$ cat src/rtl/priv_track_pkg.sv
package priv_track_pkg;

    // Privilege mode, also the FSM state encoding.
    typedef enum logic {
        MODE_USER   = 1'b0,
        MODE_KERNEL = 1'b1
    } mode_e;

    // One bus event per clock, already prioritised.
    typedef enum logic [1:0] {
        EV_NONE    = 2'd0,
        EV_TRAP    = 2'd1,
        EV_RESTORE = 2'd2,
        EV_DROP    = 2'd3
    } bus_event_e;

endpackage

$ cat src/rtl/priv_event_decode.sv
module priv_event_decode
    import priv_track_pkg::*;
(
    input  logic       clk,
    input  logic       rst_n,
    input  logic       bus_status,
    input  logic       wr_strobe,
    input  logic       restore_hit,
    input  logic       drop_hit,
    output bus_event_e bus_event
);

    logic status_q;
    logic fetch_rise;
    logic restore_wr;
    logic drop_wr;

    // Previous value of the vector-fetch status, for edge detection.
    always_ff @(posedge clk or negedge rst_n) begin
        if (!rst_n) begin
            status_q <= 1'b0;
        end else begin
            status_q <= bus_status;
        end
    end

    always_comb begin
        fetch_rise = bus_status & ~status_q;
        restore_wr = wr_strobe & restore_hit;
        drop_wr    = wr_strobe & drop_hit & ~restore_hit;
    end

    // Trap entry outranks either write; restore outranks drop.
    always_comb begin
        if (fetch_rise) begin
            bus_event = EV_TRAP;
        end else if (restore_wr) begin
            bus_event = EV_RESTORE;
        end else if (drop_wr) begin
            bus_event = EV_DROP;
        end else begin
            bus_event = EV_NONE;
        end
    end

endmodule

$ cat src/rtl/priv_mode_stack.sv
module priv_mode_stack
    import priv_track_pkg::*;
#(
    parameter int DEPTH = 4,
    localparam int CNT_W = $clog2(DEPTH + 1)
) (
    input  logic             clk,
    input  logic             rst_n,
    input  logic             push,
    input  logic             pop,
    input  mode_e            push_mode,
    output mode_e            top_mode,
    output logic [CNT_W-1:0] fill
);

    localparam logic [CNT_W-1:0] FULL_CNT = CNT_W'(DEPTH);

    mode_e            cell_q     [DEPTH];
    mode_e            from_above [DEPTH];
    mode_e            from_below [DEPTH];
    logic [CNT_W-1:0] fill_q;

    // Each cell loads its upper neighbour on push, its lower one on pop.
    for (genvar i = 0; i < DEPTH; i++) begin : g_cell
        if (i == 0) begin : g_top
            assign from_above[i] = push_mode;
        end else begin : g_inner_up
            assign from_above[i] = cell_q[i-1];
        end

        if (i == DEPTH - 1) begin : g_bottom
            assign from_below[i] = MODE_KERNEL;
        end else begin : g_inner_dn
            assign from_below[i] = cell_q[i+1];
        end

        always_ff @(posedge clk or negedge rst_n) begin
            if (!rst_n) begin
                cell_q[i] <= MODE_KERNEL;
            end else if (push) begin
                cell_q[i] <= from_above[i];
            end else if (pop) begin
                cell_q[i] <= from_below[i];
            end
        end
    end

    // Occupancy saturates at DEPTH; the bottom cell simply falls off.
    always_ff @(posedge clk or negedge rst_n) begin
        if (!rst_n) begin
            fill_q <= '0;
        end else if (push) begin
            if (fill_q != FULL_CNT) begin
                fill_q <= fill_q + 1'b1;
            end
        end else if (pop) begin
            if (fill_q != '0) begin
                fill_q <= fill_q - 1'b1;
            end
        end
    end

    // An empty history answers kernel.
    always_comb begin
        top_mode = (fill_q == '0) ? MODE_KERNEL : cell_q[0];
        fill     = fill_q;
    end

endmodule

$ cat src/rtl/priv_mode_fsm.sv
module priv_mode_fsm
    import priv_track_pkg::*;
(
    input  logic       clk,
    input  logic       rst_n,
    input  bus_event_e bus_event,
    input  mode_e      popped_mode,
    output mode_e      cur_mode,
    output logic       push,
    output logic       pop,
    output logic       kernel_mode
);

    mode_e state_q;
    mode_e state_d;

    // State register.
    always_ff @(posedge clk or negedge rst_n) begin
        if (!rst_n) begin
            state_q <= MODE_KERNEL;
        end else begin
            state_q <= state_d;
        end
    end

    // Next-state logic.
    always_comb begin
        state_d = state_q;
        unique case (state_q)
            MODE_KERNEL: begin
                unique case (bus_event)
                    EV_TRAP:    state_d = MODE_KERNEL;
                    EV_RESTORE: state_d = popped_mode;
                    EV_DROP:    state_d = MODE_USER;
                    EV_NONE:    state_d = MODE_KERNEL;
                endcase
            end
            MODE_USER: begin
                unique case (bus_event)
                    EV_TRAP:    state_d = MODE_KERNEL;
                    EV_RESTORE: state_d = popped_mode;
                    EV_DROP:    state_d = MODE_USER;
                    EV_NONE:    state_d = MODE_USER;
                endcase
            end
        endcase
    end

    // Outputs.
    always_comb begin
        cur_mode    = state_q;
        push        = (bus_event == EV_TRAP);
        pop         = (bus_event == EV_RESTORE);
        kernel_mode = (state_q == MODE_KERNEL);
    end

endmodule

$ cat src/rtl/priv_mode_tracker.sv
module priv_mode_tracker
    import priv_track_pkg::*;
#(
    parameter int DEPTH = 4,
    localparam int CNT_W = $clog2(DEPTH + 1)
) (
    input  logic clk,
    input  logic rst_n,
    input  logic bus_status,
    input  logic wr_strobe,
    input  logic restore_hit,
    input  logic drop_hit,
    output logic kernel_mode
);

    bus_event_e       bus_event;
    mode_e            cur_mode;
    mode_e            popped_mode;
    logic             push;
    logic             pop;
    logic [CNT_W-1:0] hist_cnt;

    priv_event_decode u_decode (
        .clk         (clk),
        .rst_n       (rst_n),
        .bus_status  (bus_status),
        .wr_strobe   (wr_strobe),
        .restore_hit (restore_hit),
        .drop_hit    (drop_hit),
        .bus_event   (bus_event)
    );

    priv_mode_stack #(
        .DEPTH (DEPTH)
    ) u_stack (
        .clk       (clk),
        .rst_n     (rst_n),
        .push      (push),
        .pop       (pop),
        .push_mode (cur_mode),
        .top_mode  (popped_mode),
        .fill      (hist_cnt)
    );

    priv_mode_fsm u_fsm (
        .clk         (clk),
        .rst_n       (rst_n),
        .bus_event   (bus_event),
        .popped_mode (popped_mode),
        .cur_mode    (cur_mode),
        .push        (push),
        .pop         (pop),
        .kernel_mode (kernel_mode)
    );

endmodule

$ cat config.mk
export PLATFORM = sky130hd
export DESIGN_NAME = priv_mode_tracker
export DESIGN_NICKNAME = d
export VERILOG_FILES = /design/src/rtl/priv_track_pkg.sv /design/src/rtl/priv_event_decode.sv /design/src/rtl/priv_mode_stack.sv /design/src/rtl/priv_mode_fsm.sv /design/src/rtl/priv_mode_tracker.sv
export SDC_FILE = /design/constraint.sdc
export NUM_CORES = 1
export LEC_CHECK = 0
export BUFFER_PORTS_ARGS = -buffer_cell sky130_fd_sc_hd__buf_2
export CAP_MARGIN = 40
export CORE_AREA = 2 2 39 41
export DETAILED_ROUTE_END_ITERATION = 10
export DIE_AREA = 0 0 41 43
export PLACE_DENSITY = 0.68
export SYNTH_ARGS = -nofsm -noshare
export SYNTH_HDL_FRONTEND = slang
export SYNTH_SLANG_ARGS = --single-unit
$ cat constraint.sdc
create_clock -name clk -period 2.6 [get_ports clk]
set_clock_uncertainty 0.2 [all_clocks]
set_input_delay 0.65 -clock clk [delete_from_list [all_inputs] [get_ports clk]]
set_output_delay 0.65 -clock clk [all_outputs]
set_load 0.005 [all_outputs]
==> reports/results.ini <==
[global_route]
grt_pass1_vias = 407
grt_overflow_total = 0
antenna_found_initial = 0
grt_pass1_wl_mm = 1.587
track_usage_pct = 13.71
grt_max_degree = 10

[clocking]
root_buffer = clkbuf_4
clock_latency_ns = 0.26
h-tree-depth = 1
numCtsBuffers = 3
postCtsSetupRepairBufs = 0
ctsHoldBuffers = 0
cts_tree = built
cts_sinks = 9
clockBufferDepth = 2
ctsResizeCount = 0
cts.reportedPaths.clkPinSlew_ns = 0.06

[setup_path]
worstPathRequired_ns = 2.54
ff2ff_setup_slack_ns = 0.68
r2r_cells = 6
rr_endpoint = u_stack.fill[2]
end_kind = register
worst_setup_path_start_kind = primary input
critPathKind = in2reg
reg2reg_from = u_decode.status_q
cp_max_fo = 7
cp.arrival_ns = 1.95

[logic_synthesis]
syn-cell-area_um2 = 548.0
syn_inst = 56
yosys.area.top_type_share_pct = 23.97
yosysTopAreaCell = dfstp_2
syn_area_per_cell_um2 = 9.786
async_flop_share_pct = 100.0
synth_cell_types = 27
synth_fp_nets = 65
synth_enable_flop_cells = 0
yosys_warnings = 0
synth_flop_cell = dfstp_2
synth_area_leaders = dfstp_2 24%, dfrtp_1 18%, o21ai_0 6.4%, mux2i_1 5.5%, ha_1 4.6%
synth-seq-cells = 9
synth_seq_area_share_pct = 42.24

[floorplan]
initial_core_util_pct = 39.60
die_x_um = 41
pin_count = 7
rows = 14
die_area_um2 = 1763
die_h_um = 43
coreArea_um2 = 1384

[pwr]
power_density_nw_per_um2 = 857.9
leakage_nw = 0.2739
total_power_mw = 0.5356
vdd_drop_max_mv = 0.3110

[placed_design]
pre_cts_slack_ns = 0.3064
io_buffers = 6
dpl-instance-area_um2 = 598.1
gp_congestion = 0.7738
numPlacedInstances = 78
dp_hpwl_um = 713.6

[timing]
tns_ns = 0
worstMarginPinSlew_ns = 0.2284
finalCritPeriodShare_pct = 77.30
setup_viol = 0
slew_viol_final = 0
rsz0062_at_grt = no
hold_ws_ns = 0.02796
period_needed_ns = 2.010
slew_headroom_pct = 84.64
max_freq_ghz = 0.4976
setup_slack_ns = 0.5902
finalHoldViolCount = 0

[routing]
met1_length_um = 466
via_per_inst = 5.207
route.met2.wl_um = 424
highest_layer = met4
wl_met3_um = 34
drtIter0Drc = 11
antenna_left = 0
dr.pass1.iters = 4
vias = 427
wirelength_um = 944
wire_per_inst_um = 11.51
drc_errors = 0

[layout]
final_nets = 76
final_cells = 82
final_layout_size_suffix_gt1_share_pct = 28.79
area.growth.synth_to_final_pct = 13.93
design_area_um2 = 624.3
final_util_pct = 45.12
num_antenna_cells = 0

[flow_run]
drv_cap = 0

[worst_hold_path]
hold_class = in2async

[run_status]
status = finished clean

cell usage after synthesis (all sizes together), types with 2 or more instances:
master	number
o21ai	8
nor2	2
nor2b	3
mux2i	3
o221a	2
nand2	6
a31oi	2
o22ai	2
dfrtp	4
dfstp	5
buf	2
ha	2
inv	5
sequential cells by signal, indices dropped and copies added, names as in the netlist:
signal / flops
u_fsm.cur_mode: 1
u_stack.cell_q: 4
u_decode.status_q: 1
u_stack.fill: 3
worst max-delay path by stage:
stage,from,to
2_1_floorplan,bus_status,u_stack.fill[0]
3_3_place_gp,bus_status,u_stack.fill[2]
3_5_place_dp,bus_status,u_stack.fill[2]
4_1_cts,bus_status,u_stack.fill[2]
5_1_grt,bus_status,u_stack.fill[2]
6_report,bus_status,u_stack.fill[2]
power breakdown:
part | leakage (nW) | total [mW] | switching [mW] | internal (mW)
clock network | 0.0150 | 0.109 | 0.0501 | 0.0592
registers | 0.0995 | 0.266 | 0.0595 | 0.207
logic | 0.160 | 0.160 | 0.0718 | 0.0880
total | 0.274 | 0.536 | 0.181 | 0.354
metal layers:
metal  GRT usage, %  vias up
met2          19.38        9
met4          12.00        0
li1               -      217
met5              0        -
met1          17.33      199
met3          1.571        2
cells by family (layout without fill, tap and decap cells):
kind of cell | Yosys count | after routing | synth area share (%)
DFF | 9 | 9 | 42.24
adders and majority gates | 3 | 3 | 8.219
AOI/OAI and AO/OA | 17 | 17 | 19.63
buffers and inverters | 7 | 17 | 6.620
muxes | 3 | 3 | 5.480
xor gates and xnor gates | 1 | 1 | 1.598
and+or+nand+nor | 16 | 16 | 16.21
layout by cell type (no fill, tap or decap), types with 3 or more instances in the layout:
cell type  instances
mux2i_1            3
dfstp_2            5
buf_2              6
o21ai_0            7
clkbuf_4           3
inv_1              4
nand2_1            6
dfrtp_1            4
cell type report:
| cell class | instances | area [um2] |
|---|---|---|
| flip-flops and latches | 9 | 231.5 |
| clock buffers | 4 | 26.28 |
| inverters | 5 | 21.27 |
| fillers | 139 | 759.5 |
| well taps | 16 | 20.02 |
| multi-input cells | 40 | 280.3 |
| repair buffers | 8 | 45.04 |
critical path, stage by stage:
cell     delay, ns
buf_2         0.10
nor2b_4       0.24
inv_4         0.08
fa_1          0.42
and3b_1       0.20
a31oi_1       0.16
o22ai_1       0.10
Power figures use the tool's default switching activity.
